## src/rtl/century_watch.sv

```systemverilog
module century_watch #(
  parameter int YW = 8,
  parameter int PW = 3,
  parameter logic [YW-1:0] LAST_YR = 8'h99,
  parameter logic [YW-1:0] FIRST_YR = 8'h00,
  parameter logic [PW-1:0] WORK_ST = '0
) (
  input  logic          clk,
  input  logic          rst_n,
  input  logic          yr_wr,
  input  logic [YW-1:0] yr_val,
  input  logic [PW-1:0] pwr_state,
  input  logic          clr_w1c,
  output logic          cent_flag,
  output logic          smi_pulse
);

  logic [YW-1:0] prev_yr;
  logic          hit;

  assign hit = yr_wr && (prev_yr == LAST_YR) && (yr_val == FIRST_YR);

  always_ff @(posedge clk) begin
    if (!rst_n) begin
      prev_yr   <= FIRST_YR;
      cent_flag <= 1'b0;
      smi_pulse <= 1'b0;
    end else begin
      if (yr_wr) prev_yr <= yr_val;
      if (hit) cent_flag <= 1'b1;
      else if (clr_w1c) cent_flag <= 1'b0;
      smi_pulse <= hit && (pwr_state == WORK_ST);
    end
  end

  assert_pulse_single_R5: assert property (@(posedge clk) disable iff (!rst_n)
    smi_pulse |=> !smi_pulse);
  assert_pulse_with_flag_R5: assert property (@(posedge clk) disable iff (!rst_n)
    smi_pulse |-> cent_flag);
  assert_set_on_hit_R2: assert property (@(posedge clk) disable iff (!rst_n)
    hit |=> cent_flag);
  assert_sleep_quiet_R6: assert property (@(posedge clk) disable iff (!rst_n)
    (hit && pwr_state != WORK_ST) |=> !smi_pulse);
  assert_flag_sticky_R7: assert property (@(posedge clk) disable iff (!rst_n)
    (cent_flag && !clr_w1c) |=> cent_flag);
  assert_no_spurious_R3: assert property (@(posedge clk) disable iff (!rst_n)
    (!cent_flag && !hit) |=> !cent_flag);

endmodule

```

## config.mk

```make
export PLATFORM = sky130hd
export DESIGN_NAME = century_watch
export DESIGN_NICKNAME = d
export VERILOG_FILES = /design/src/rtl/century_watch.sv
export SDC_FILE = /design/constraint.sdc
export NUM_CORES = 1
export LEC_CHECK = 0
export CAP_MARGIN = 20
export CORE_AREA = 2 2 39 41
export CTS_CLUSTER_DIAMETER = 200
export DETAILED_ROUTE_END_ITERATION = 6
export DIE_AREA = 0 0 41 43
export DONT_BUFFER_PORTS = 1
export SYNTH_ARGS = -nofsm -noshare
export SYNTH_HDL_FRONTEND = slang
export SYNTH_SLANG_ARGS = --single-unit
```

## constraint.sdc

```tcl
create_clock -name clk -period 1.2 [get_ports clk]
set_input_delay 0.36 -clock clk [delete_from_list [all_inputs] [get_ports clk]]
set_output_delay 0.36 -clock clk [all_outputs]
set_load 0.05 [all_outputs]
```

==> results list, run 1 <==
- The net count of the finished layout is 58.
* CP cell instances: buf_4
- For this design the static power due to leakage is 0.196 nW.
- The library cell used most frequently in the layout, excluding fill and tap cells, is sky130_fd_sc_hd__dfxtp_1.
* Clock Skew: approximately 0.0044 ns
- The worst path in the final design needs a cycle of 1.13 ns, including I/O delays and setup.
- In the routed design, unresolved DRC markers number 0.
* Standard cell area after detailed placement: 459 um^2
* Sum of overflow across all layers after global routing: 0
* Beginning of the worst register-to-register path: prev_yr[1]$_SDFFE_PN0P_
* Count of inserted antenna diode cells: 0
- The final layout contains routed wiring with a total length of 765 um.
- Power, Total: ~0.00069 W
- Total of warnings raised by yosys: 0
- Clock buffer count from CTS: 3
* Buffers from clock root to sink, at most: 2
* Crit path buffers/inverters: 1
- The path with the worst hold slack has its endpoint at prev_yr[5]$_SDFFE_PN0P_.
- Global-route wire length before repair: 1240 um
* Clk slew on worst S/H paths: about 0.060 ns
* Clock Sinks: 10
- Detailed routing inserted a total of 288 vias.
- Weighted congestion at the end of routability-driven global placement: 0.617
- Pin count of the biggest net entering global routing: 11
* Die W: 41 um
- After synthesis the cells add up to 435 um^2.
- The die covers 1760 um^2.
* Status: completed
* Pre-antenna DRT Iters: 1
- Top cell family by delay on the critical path: flip-flops
* Sum of negative setup slack: 0 ns
- Highest-count cells in the layout ignoring fill and taps: sky130_fd_sc_hd__dfxtp_1 (10), sky130_fd_sc_hd__mux2i_1 (8), sky130_fd_sc_hd__nor2b_1 (8)
- Along the worst path, the maximum fanout reaches 1.
* Relative slew margins: between 80% and 90%
* Hold-fix buffer count after cts: 0
* Maximum VDD drop: 661 uV
- TritonCTS built the clock tree.
* Slew at the pin closest to its max-slew limit: 0.258 ns
- The number of antenna violations at the first check in global routing was 0.
- Critical Setup Path Class: flip-flop to primary output
* Level count of the clock H-tree: 1
- Setup violations remaining at the end of the flow were counted as 0.
- Area overhead of the layout relative to synthesis: 13.8%
* Gate count of the mapped netlist: 37
- Synthesis inferred 10 register bits.
- In this run the post-CTS setup repair buffer count came out at 0.
- Post-CTS repair changed the size of 0 cells.
* Critical path capture point type: primary output
- Total GRT Usage: 11.6%
- Of the synthesized area, sequential elements account for 46.0%.
- Post-route cell area: 495 um^2
- First DRT Iteration DRCs: 0
- Timing-limited maximum frequency: 884 MHz
- Post-route non-filler standard cell count: 58
- STA puts the critical path data required time at 0.84 ns.
* CORE AREA: ~1400 um^2
- PnR worst setup slack: 0.0690 ns
- Count of pins over their slew limit: 0
- The number of global-route vias before repair is 303.
- Worst Setup Start Kind: flip-flop
- Count of cell types in the netlist: 14
- Worst skew pair latency: 0.26 ns
- Startpoint of the lowest-slack hold path: rst_n
* Hold violation count in the final report: 0
- The worst register-to-register path ends at smi_pulse$_SDFF_PN0_.
- Effective utilization at floorplan: 31.5%
* Syn Area/Cell: 11.8 um^2
- For this run, the slowest stage of the critical path takes roughly 0.32 ns.
- In the final routed layout, each cell accounts on average for 13.2 um.
* Hold Path Stages: 1
* Post-detailed-route via-to-cell ratio: 4.97
- CTS root buf: sky130_fd_sc_hd__clkbuf_4
- Port-buffer cells: 0
- Max capacitance violation total: 0
- Of the cells placed in the final design, the portion with a size suffix greater than 1 is about a fifth.
* Power per unit of standard cell area: roughly 1400 nW/um^2
- Once placement completed, the tool counted placed cells totaling 54.
* Path depth of the worst reg2reg path: 3
* Place WS: 0.176 ns
* Synthesized net count: 52
* Period utilization: 94.3%
- Number of routed nets with antenna violations: 0
* Internal reg-to-reg setup slack: 0.17 ns
* Setup repair after global routing missed its margin: false
* Class of the worst hold path: input port to flip-flop
- Rows: 14
- Critical Path Slowest Stage Cell: sky130_fd_sc_hd__dfxtp_1
* Arr. time, crit path: 0.77 ns
- Pin placement for this block handled 17 I/O pins.
* Die outline height: 43 um
-- cells in the mapped netlist --
cell type	n	share of area, %
sky130_fd_sc_hd__dfxtp_1	10	46
sky130_fd_sc_hd__mux2i_1	8	18
sky130_fd_sc_hd__nor2b_1	8	11
sky130_fd_sc_hd__and4bb_1	1	2.9
sky130_fd_sc_hd__buf_6	1	2.6
sky130_fd_sc_hd__nand2_1	1	0.86
sky130_fd_sc_hd__nand3b_1	1	1.7
sky130_fd_sc_hd__nand4b_1	1	2.0
sky130_fd_sc_hd__nor3_2	1	2.3
sky130_fd_sc_hd__nor4_1	1	1.4
sky130_fd_sc_hd__nor4b_4	1	5.5
sky130_fd_sc_hd__nor4bb_1	1	2.3
sky130_fd_sc_hd__o21ai_1	1	1.1
sky130_fd_sc_hd__or3_1	1	1.4
-- final cells by class --
class	instances	area (um^2)
clock buffer	4	36.3
fill	146	888
multi-input combinational	26	224
sequential	10	200
tap	16	20.0
timing repair buffer	2	15.0
-- power by group --
group / internal [W] / switching, W
Sequential: 0.000348 / 0.00000835
Clock: 0.000184 / 0.000111
Combinational: 0.0000289 / 0.0000108
-- registers in the layout (all words and copies together) (netlist names) --
| register | cells |
|---|---|
| cent_flag | 1 |
| prev_yr | 8 |
| smi_pulse | 1 |
-- cells by family after synthesis --
family / share of synthesized area (%)
DFF: 46.0
AOI/OAI and AO/OA: 1.15
and+or+nand+nor: 31.9
muxes: 18.4
buffers and inverters: 2.59
-- per-stage QoR --
stage	utilization [%]	hold WS [ns]
after floorplan	-	0.473
after global placement	33.2	0.487
after detailed placement	33.2	0.497
after CTS	35.8	0.219
after global routing	35.8	0.214
final	35.8	0.225
-- metal layers --
layer,track usage [%],wire [um],vias up
li1,-,-,141
met1,9.15,239,132
met2,18.8,419,13
met3,9.42,93,2
met4,6.00,12,0
met5,0,0,-
-- how the worst max path moves through the flow --
stage | from | to | slack [ns] | cells after the start
3_3_place_gp | yr_val[1] | smi_pulse$_SDFF_PN0_ | 0.20 | 3
6_report | smi_pulse$_SDFF_PN0_ | smi_pulse | 0.07 | 1
2_1_floorplan | yr_wr | smi_pulse$_SDFF_PN0_ | 0.15 | 4
4_1_cts | smi_pulse$_SDFF_PN0_ | smi_pulse | 0.06 | 1
5_1_grt | smi_pulse$_SDFF_PN0_ | smi_pulse | 0.04 | 1
3_5_place_dp | yr_val[1] | smi_pulse$_SDFF_PN0_ | 0.18 | 3
Note: power is estimated with default switching activity, not from simulation.
==> run 2, diff against run 1 <==
Settings changed: CELL_PAD_IN_SITES_DETAIL_PLACEMENT set to 0, CELL_PAD_IN_SITES_GLOBAL_PLACEMENT set to 2, CORE_AREA 2 2 39 41 to not set, CORE_UTILIZATION set to 33, DIE_AREA 0 0 41 43 to not set, PLACE_DENSITY_LB_ADDON set to 0.1.
==> results list, run 2 (synthesis results as in run 1) <==
- Status: completed (unchanged).
- The number of antenna violations at the first check in global routing is 0 (unchanged).
* Clock buffer count from CTS: 3 (unchanged)
* Global-route wire length before repair: 1210 um (was 1240 um)
- Critical path capture point type: primary output (unchanged)
- The critical path class is flip-flop to primary output (unchanged).
* Number of routed nets with antenna violations: 0 (unchanged)
- Post-Route Hold Slack: 0.237 ns (was 0.225 ns)
- The flip-flop count of the largest register, all copies and words added was 8 (unchanged).
- Worst Setup Start Kind: flip-flop (unchanged)
- Clock Sinks: 10 (unchanged)
* Weighted congestion at the end of routability-driven global placement: 0.644 (was 0.617)
* Timing-limited maximum frequency: 884 MHz (about the same)
* Period utilization: 94.3% (about the same)
- PnR worst setup slack: 0.0686 ns (was 0.0690 ns)
* Power per unit of standard cell area: 1270 nW/um^2 (was 1390 nW/um^2)
- Pin count of the biggest net entering global routing: 11 (unchanged)
- First DRT Iteration DRCs: 0 (unchanged)
- The post-cts gate resize count was 0 (unchanged).
* CTS root buf: sky130_fd_sc_hd__clkbuf_4 (unchanged)
- The clock edge transition at the registers on the reported setup and hold paths was 0.06 ns (about the same).
- Arr. time, crit path: 0.77 ns (about the same)
- Setup Fix Bufs, Post-CTS: 0 (unchanged)
- Final Net Count: 58 (unchanged)
- Total GRT Usage: 12.1% (was 11.6%)
- The effective utilization at floorplan came to 37.2% (was 31.5%).
* Beginning of the worst register-to-register path: prev_yr[1]$_SDFFE_PN0P_ (unchanged)
- Switching share of power: 19.0% (was 18.8%)
* Setup repair after global routing missed its margin: false (unchanged)
- Minimum period implied by the final worst setup slack: 1.13 ns (about the same)
- Place WS: 0.157 ns (was 0.176 ns)
* Net Switching: 0.000115 W (was 0.000130 W)
* Clock share of power: 34.9% (was 42.7%)
* Vias in the first global route: 313 (was 303)
* Die W: 38.3 um (was 41 um)
- The post-cts hold buffer count is 0 (unchanged).
* Slew at the pin closest to its max-slew limit: 0.245 ns (was 0.258 ns)
* Sum of overflow across all layers after global routing: 0 (unchanged)
- Count of inserted antenna diode cells: 0 (unchanged)
- Remaining design rule violation count: 0 (unchanged)
- The top fanout value on the critical path was 2 (was 1).
* Clock Skew: 0.00288 ns (was 0.00442 ns)
- Startpoint of the lowest-slack hold path: rst_n (unchanged)
* Rows: 12 (was 14)
- The number of cells in the finished layout apart from fillers is 55 (was 58).
* Biggest register: prev_yr (unchanged)
- TritonCTS clock tree: done (unchanged)
- The maximum clock path buffer count was 2 (unchanged).
- Total Routed Length: 676 um (was 765 um)
- The average routed wire per standard cell came to 12.3 um (was 13.2 um).
* Crit path from: cent_flag$_SDFFE_PN0P_ (was smi_pulse$_SDFF_PN0_)
* Crit path buffers/inverters: 1 (unchanged)
* Number of cells after detailed placement: 52 (was 54)
* I/O pin count: 17 (unchanged)
* Critical Path Slowest Stage Cell: sky130_fd_sc_hd__dfxtp_1 (unchanged)
- Share of power burned in combinational logic: 6.4% (was 5.7%)
- WP data required: 0.84 ns (about the same)
* Worst skew pair latency: 0.25 ns (was 0.26 ns)
- The reported max-cap violation count is 0 (unchanged).
- CP cell instances: buf_4 (unchanged)
- Count of pins over their slew limit: 0 (unchanged)
* Maximum VDD drop: 489 uV (was 661 uV)
- Regs by FF count: prev_yr: 8 flops, cent_flag: 1 flops, smi_pulse: 1 flops (unchanged).
- The number of setup violations in the final report came to 0 (unchanged).
- The count of input and output buffers came to 0 (unchanged).
- The mean number of vias per cell came to 5.07 (was 4.97).
* Fillers: 122 (was 146)
- Fraction of final layout cells sized beyond drive strength 1: 17.1% (was 19.0%)
- Top cell family by delay on the critical path: flip-flops (unchanged)
* Pre-antenna DRT Iters: 1 (unchanged)
* Most common cell after layout, fill and taps aside: sky130_fd_sc_hd__dfxtp_1 (unchanged)
- The area growth from synthesis to layout is 10.1% (was 13.8%).
- The worst stage delay on the critical path was 0.32 ns (about the same).
- The core outline area is 1170 um^2 (was 1380 um^2).
* Via count: 279 (was 288)
* Die ar.: 1470 um^2 (was 1760 um^2)
- Class of the worst hold path: input port to flip-flop (unchanged)
- The tightest slew margin relative to the limit was 83.4% (was 82.7%).
- The internal power summed over all cells came to 0.000492 W (was 0.000561 W).
- The number of levels in the clock H-tree came to 1 (unchanged).
- Leakage component of the power: 0.188 nW (was 0.196 nW)
- Sum of negative setup slack: 0 ns (unchanged)
* Hold violation count in the final report: 0 (unchanged)
- Die outline height: 38.3 um (was 43 um)
* Highest-count cells in the layout ignoring fill and taps: sky130_fd_sc_hd__dfxtp_1 (10), sky130_fd_sc_hd__mux2i_1 (8), sky130_fd_sc_hd__nor2b_1 (8) (unchanged)
- Proportion of power drawn by flip-flops and latches: 58.7% (was 51.5%)
==> run 2: cell count changes in the layout (fill, tap and decap cells not counted), sizes merged <==
cell,change
clkbuf,-1
==> run 2: path summary, 6_finish.rpt <==
kind / to / slack (ns) / cells after the start
min: prev_yr[1]$_SDFFE_PN0P_ / 0.24 / 1
max: cent_flag / 0.07 / 1
max reg2reg: smi_pulse$_SDFF_PN0_ / 0.18 / 3
min reg2reg: cent_flag$_SDFFE_PN0P_ / 0.48 / 2
==> run 2: metrics by stage <==
step	area [um^2]	util, %	total power, W
detailed placement	457	39.0	0.000403
floorplan	435	-	0.000406
finish	479	40.9	0.000607
global route	479	40.9	0.000645
global placement	457	39.0	0.000401
CTS	479	40.9	0.000623
==> run 2: power groups by stage <==
stage / sequential (W) / clock [W] / combinational, W
after CTS: 0.000356 / 0.000228 / 0.0000396
after global routing: 0.000357 / 0.000244 / 0.0000439
final: 0.000356 / 0.000212 / 0.0000389
after floorplan: 0.000361 / 0 / 0.0000446
after global placement: 0.000363 / 0 / 0.0000377
after detailed placement: 0.000364 / 0 / 0.0000394
==> run 2: layout make-up <==
| class | count | area, um^2 | area share [%] |
|---|---|---|---|
| multi-input cells | 26 | 224 | 46.7 |
| flip-flops and latches | 10 | 200 | 41.8 |
| clock buffers | 3 | 22.5 | 4.70 |
| well taps | 14 | 17.5 | 3.66 |
| repair buffers | 2 | 15.0 | 3.13 |
==> run 2: routing by layer <==
metal	vias to the layer above	GRT usage (%)	wire (um)
met1	126	14.6	332
met2	10	18.6	299
met3	0	4.65	44
li1	143	-	-
met5	-	0	0
met4	0	5.36	0
==> run 3, diff against run 2 <==
Settings changed: BUFFER_PORTS_ARGS set to -buffer_cell sky130_fd_sc_hd__buf_4, CORE_UTILIZATION 33 to 27, DONT_BUFFER_PORTS 1 to not set.
==> results list, run 3 (synthesis results as in run 1) <==
- Setup Fix Bufs, Post-CTS: 0 (unchanged)
- GRT met1 Usage: 10.4% (was 14.6%)
- The post-route total power was 0.000742 W (was 0.000607 W).
- Count of inserted antenna diode cells: 0 (unchanged)
- The worst-margin pin slew came to 0.284 ns (was 0.245 ns).
- Post-Route Hold Slack: 0.351 ns (was 0.237 ns)
- The critical path data required time came to 0.84 ns (about the same).
- Vias in the first global route: 364 (was 313)
* Crit path from: cent_flag$_SDFFE_PN0P_ (unchanged)
- The row count came to 14 (was 12).
- Sum of overflow across all layers after global routing: 0 (unchanged)
- TritonCTS clock tree: done (unchanged)
- The maximum number of pins on one net before global-route repair came to 10 (was 11).
* Global-route track usage on met3: 6.47% (was 4.65%)
- PnR worst setup slack: 0.0595 ns (was 0.0686 ns)
- The reported leakage power is 0.273 nW (was 0.188 nW).
- Pre-antenna DRT Iters: 2 (was 1)
- The post-cts hold buffer count came to 0 (unchanged).
* Top fanout value on the critical path: 2 (unchanged)
* Critical Path Slowest Stage Cell: sky130_fd_sc_hd__dfxtp_1 (unchanged)
* First DRT Iteration DRCs: 3 (was 0)
* Multi-input logic area: 224 um^2 (unchanged)
- Final HPWL DP: 700 um
- Max FFs per register: 8 (unchanged)
- Regs by FF count: prev_yr: 8 flops, cent_flag: 1 flops, smi_pulse: 1 flops (unchanged).
- Max capacitance violation total: 0 (unchanged)
- The data arrival time of the critical path was 0.78 ns (was 0.77 ns).
- Sum of negative setup slack: 0 ns (unchanged)
- Worst skew pair latency: 0.26 ns (was 0.25 ns)
* Total GRT Usage: 11.0% (was 12.1%)
- Weighted congestion at the end of routability-driven global placement: 0.641 (was 0.644)
- The wire length reported by the detailed router is 835 um (was 676 um).
- Buffers from clock root to sink, at most: 2 (unchanged)
- The core occupancy in the finished layout is 41.1% (was 40.9%).
- Setup repair after global routing missed its margin: false (unchanged).
- The top-level I/O count came to 17 (unchanged).
* Port-buffer cells: 16 (was 0)
- The clock tree root driver cell was sky130_fd_sc_hd__clkbuf_4 (unchanged).
- Number of routed nets with antenna violations: 0 (unchanged)
- Power per unit of standard cell area: 1200 nW/um^2 (was 1270 nW/um^2)
- Worst setup path endpoint: cent_flag (unchanged)
- Maximum VDD drop: 690 uV (was 489 uV)
- The reg-to-reg critical path startpoint is prev_yr[1]$_SDFFE_PN0P_ (unchanged).
- The wire length of the first global-routing pass is 1420 um (was 1210 um).
- Most common cell after layout, fill and taps aside: sky130_fd_sc_hd__buf_4 (was sky130_fd_sc_hd__dfxtp_1)
- CP cell instances: buf_6 (was buf_4)
- Status: completed (unchanged)
- Critical Setup Path Class: flip-flop to primary output (unchanged)
* Level count of the clock H-tree: 1 (unchanged)
- Clock Skew: 0.00600 ns (was 0.00288 ns)
- The critical path buffer and inverter count was 1 (unchanged).
* Area overhead of the layout relative to synthesis: 42.2% (was 10.1%)
- Count of pins over their slew limit: 0 (unchanged)
- Die outline height: 42.2 um (was 38.3 um)
- Effective utilization at floorplan: 28.9% (was 37.2%)
- Number of antenna violations at the first check in global routing: 0 (unchanged)
* Worst Setup Start Kind: flip-flop (unchanged)
* Remaining design rule violation count: 0 (unchanged)
* Minimum period implied by the final worst setup slack: 1.14 ns (was 1.13 ns)
- The number of hold-slack violations in the final timing report was 0 (unchanged).
* Clk slew on worst S/H paths: 0.07 ns (was 0.06 ns)
* Clock Sinks: 10 (unchanged)
* Die W: 42.2 um (was 38.3 um)
- The achievable frequency came to 877 MHz (was 884 MHz).
- The worst stage delay on the critical path is 0.35 ns (was 0.32 ns).
- The number of vias after detailed routing came to 347 (was 279).
- The slack of the worst reg-to-reg path is 0.20 ns (was 0.18 ns).
- Reg area: 200 um^2 (unchanged)
* Reg-to-reg critical path endpoint: smi_pulse$_SDFF_PN0_ (unchanged)
- Top cell family by delay on the critical path: flip-flops (unchanged)
* Critical path capture point type: primary output (unchanged)
* Class of the worst hold path: input port to flip-flop (unchanged)
- Count of cell instances traversed by the critical path: 1 (unchanged)
- The logic depth of the worst register-to-register path came to 3 (unchanged).
- Setup violations, final: 0 (unchanged)
* Total of cells resized after clock tree synthesis: 0 (unchanged)
- Place WS: 0.0557 ns (was 0.157 ns)
* Post-detailed-route via-to-cell ratio: 4.69 (was 5.07)
- Biggest register: prev_yr (unchanged)
- Most congested layer reported by global routing: met2 (unchanged)
- Final Net Count: 74 (was 58)
* Fraction of final layout cells sized beyond drive strength 1: 41.4% (was 17.1%)
- Met2 demand-to-capacity share in global routing: 19.7% (was 18.6%)
* Clock buffer count from CTS: 3 (unchanged)
- The core outline area is 1510 um^2 (was 1170 um^2).
- Fillers: 148 (was 122)
- Average wire length per cell after detail routing: 11.3 um (was 12.3 um)
* Period utilization: 95.0% (was 94.3%)
* Die ar.: 1780 um^2 (was 1470 um^2)
* Relative slew margins: 80.9% (was 83.4%)
- Highest-count cells in the layout ignoring fill and taps: sky130_fd_sc_hd__buf_4 (17), sky130_fd_sc_hd__dfxtp_1 (10), sky130_fd_sc_hd__mux2i_1 (8), sky130_fd_sc_hd__nor2b_1 (8), sky130_fd_sc_hd__clkbuf_4 (3) (was sky130_fd_sc_hd__dfxtp_1 (10), sky130_fd_sc_hd__mux2i_1 (8), sky130_fd_sc_hd__nor2b_1 (8))
[run 3: area by class of cell]
cell class	count	share of cell area, %
Clock buffer	4	5.86
Multi-Input combinational cell	26	36.2
Sequential cell	10	32.3
Tap cell	16	3.23
Timing Repair Buffer	18	22.4
[run 3: worst min path at each step]
stage                                    endpoint                    start  cells past startpoint
final                        smi_pulse$_SDFF_PN0_             pwr_state[2]                      3
after global routing         smi_pulse$_SDFF_PN0_             pwr_state[1]                      3
after CTS                    smi_pulse$_SDFF_PN0_             pwr_state[2]                      3
after detailed placement   cent_flag$_SDFFE_PN0P_   cent_flag$_SDFFE_PN0P_                      2
after global placement     cent_flag$_SDFFE_PN0P_   cent_flag$_SDFFE_PN0P_                      2
after floorplan           prev_yr[3]$_SDFFE_PN0P_  prev_yr[3]$_SDFFE_PN0P_                      2
[run 3: report_power, final]
group,internal (W),switching [W]
clock network,0.000184,0.000108
logic,0.0000609,0.0000323
registers,0.000348,0.00000833
total,0.000593,0.000149
[run 3: metal layers]
metal	vias up	routed length, um	share of wire (%)
li1	174	-	-
met1	163	300	36
met2	10	482	58
met3	0	52	6.2
met4	0	0	0
met5	-	0	0
[run 3: worst reg2reg max path, delay by kind of cell, from the launching register on]
family	cells	cell delay (ns)
AND/OR/NAND/NOR	3	0.60
flip-flops	1	0.34
[run 3: metrics by stage]
step                      instances  area [um^2]
after floorplan                  37          435
after global placement           70          579
after detailed placement         70          579
after CTS                        74          616
after global routing             74          619
final                            74          619
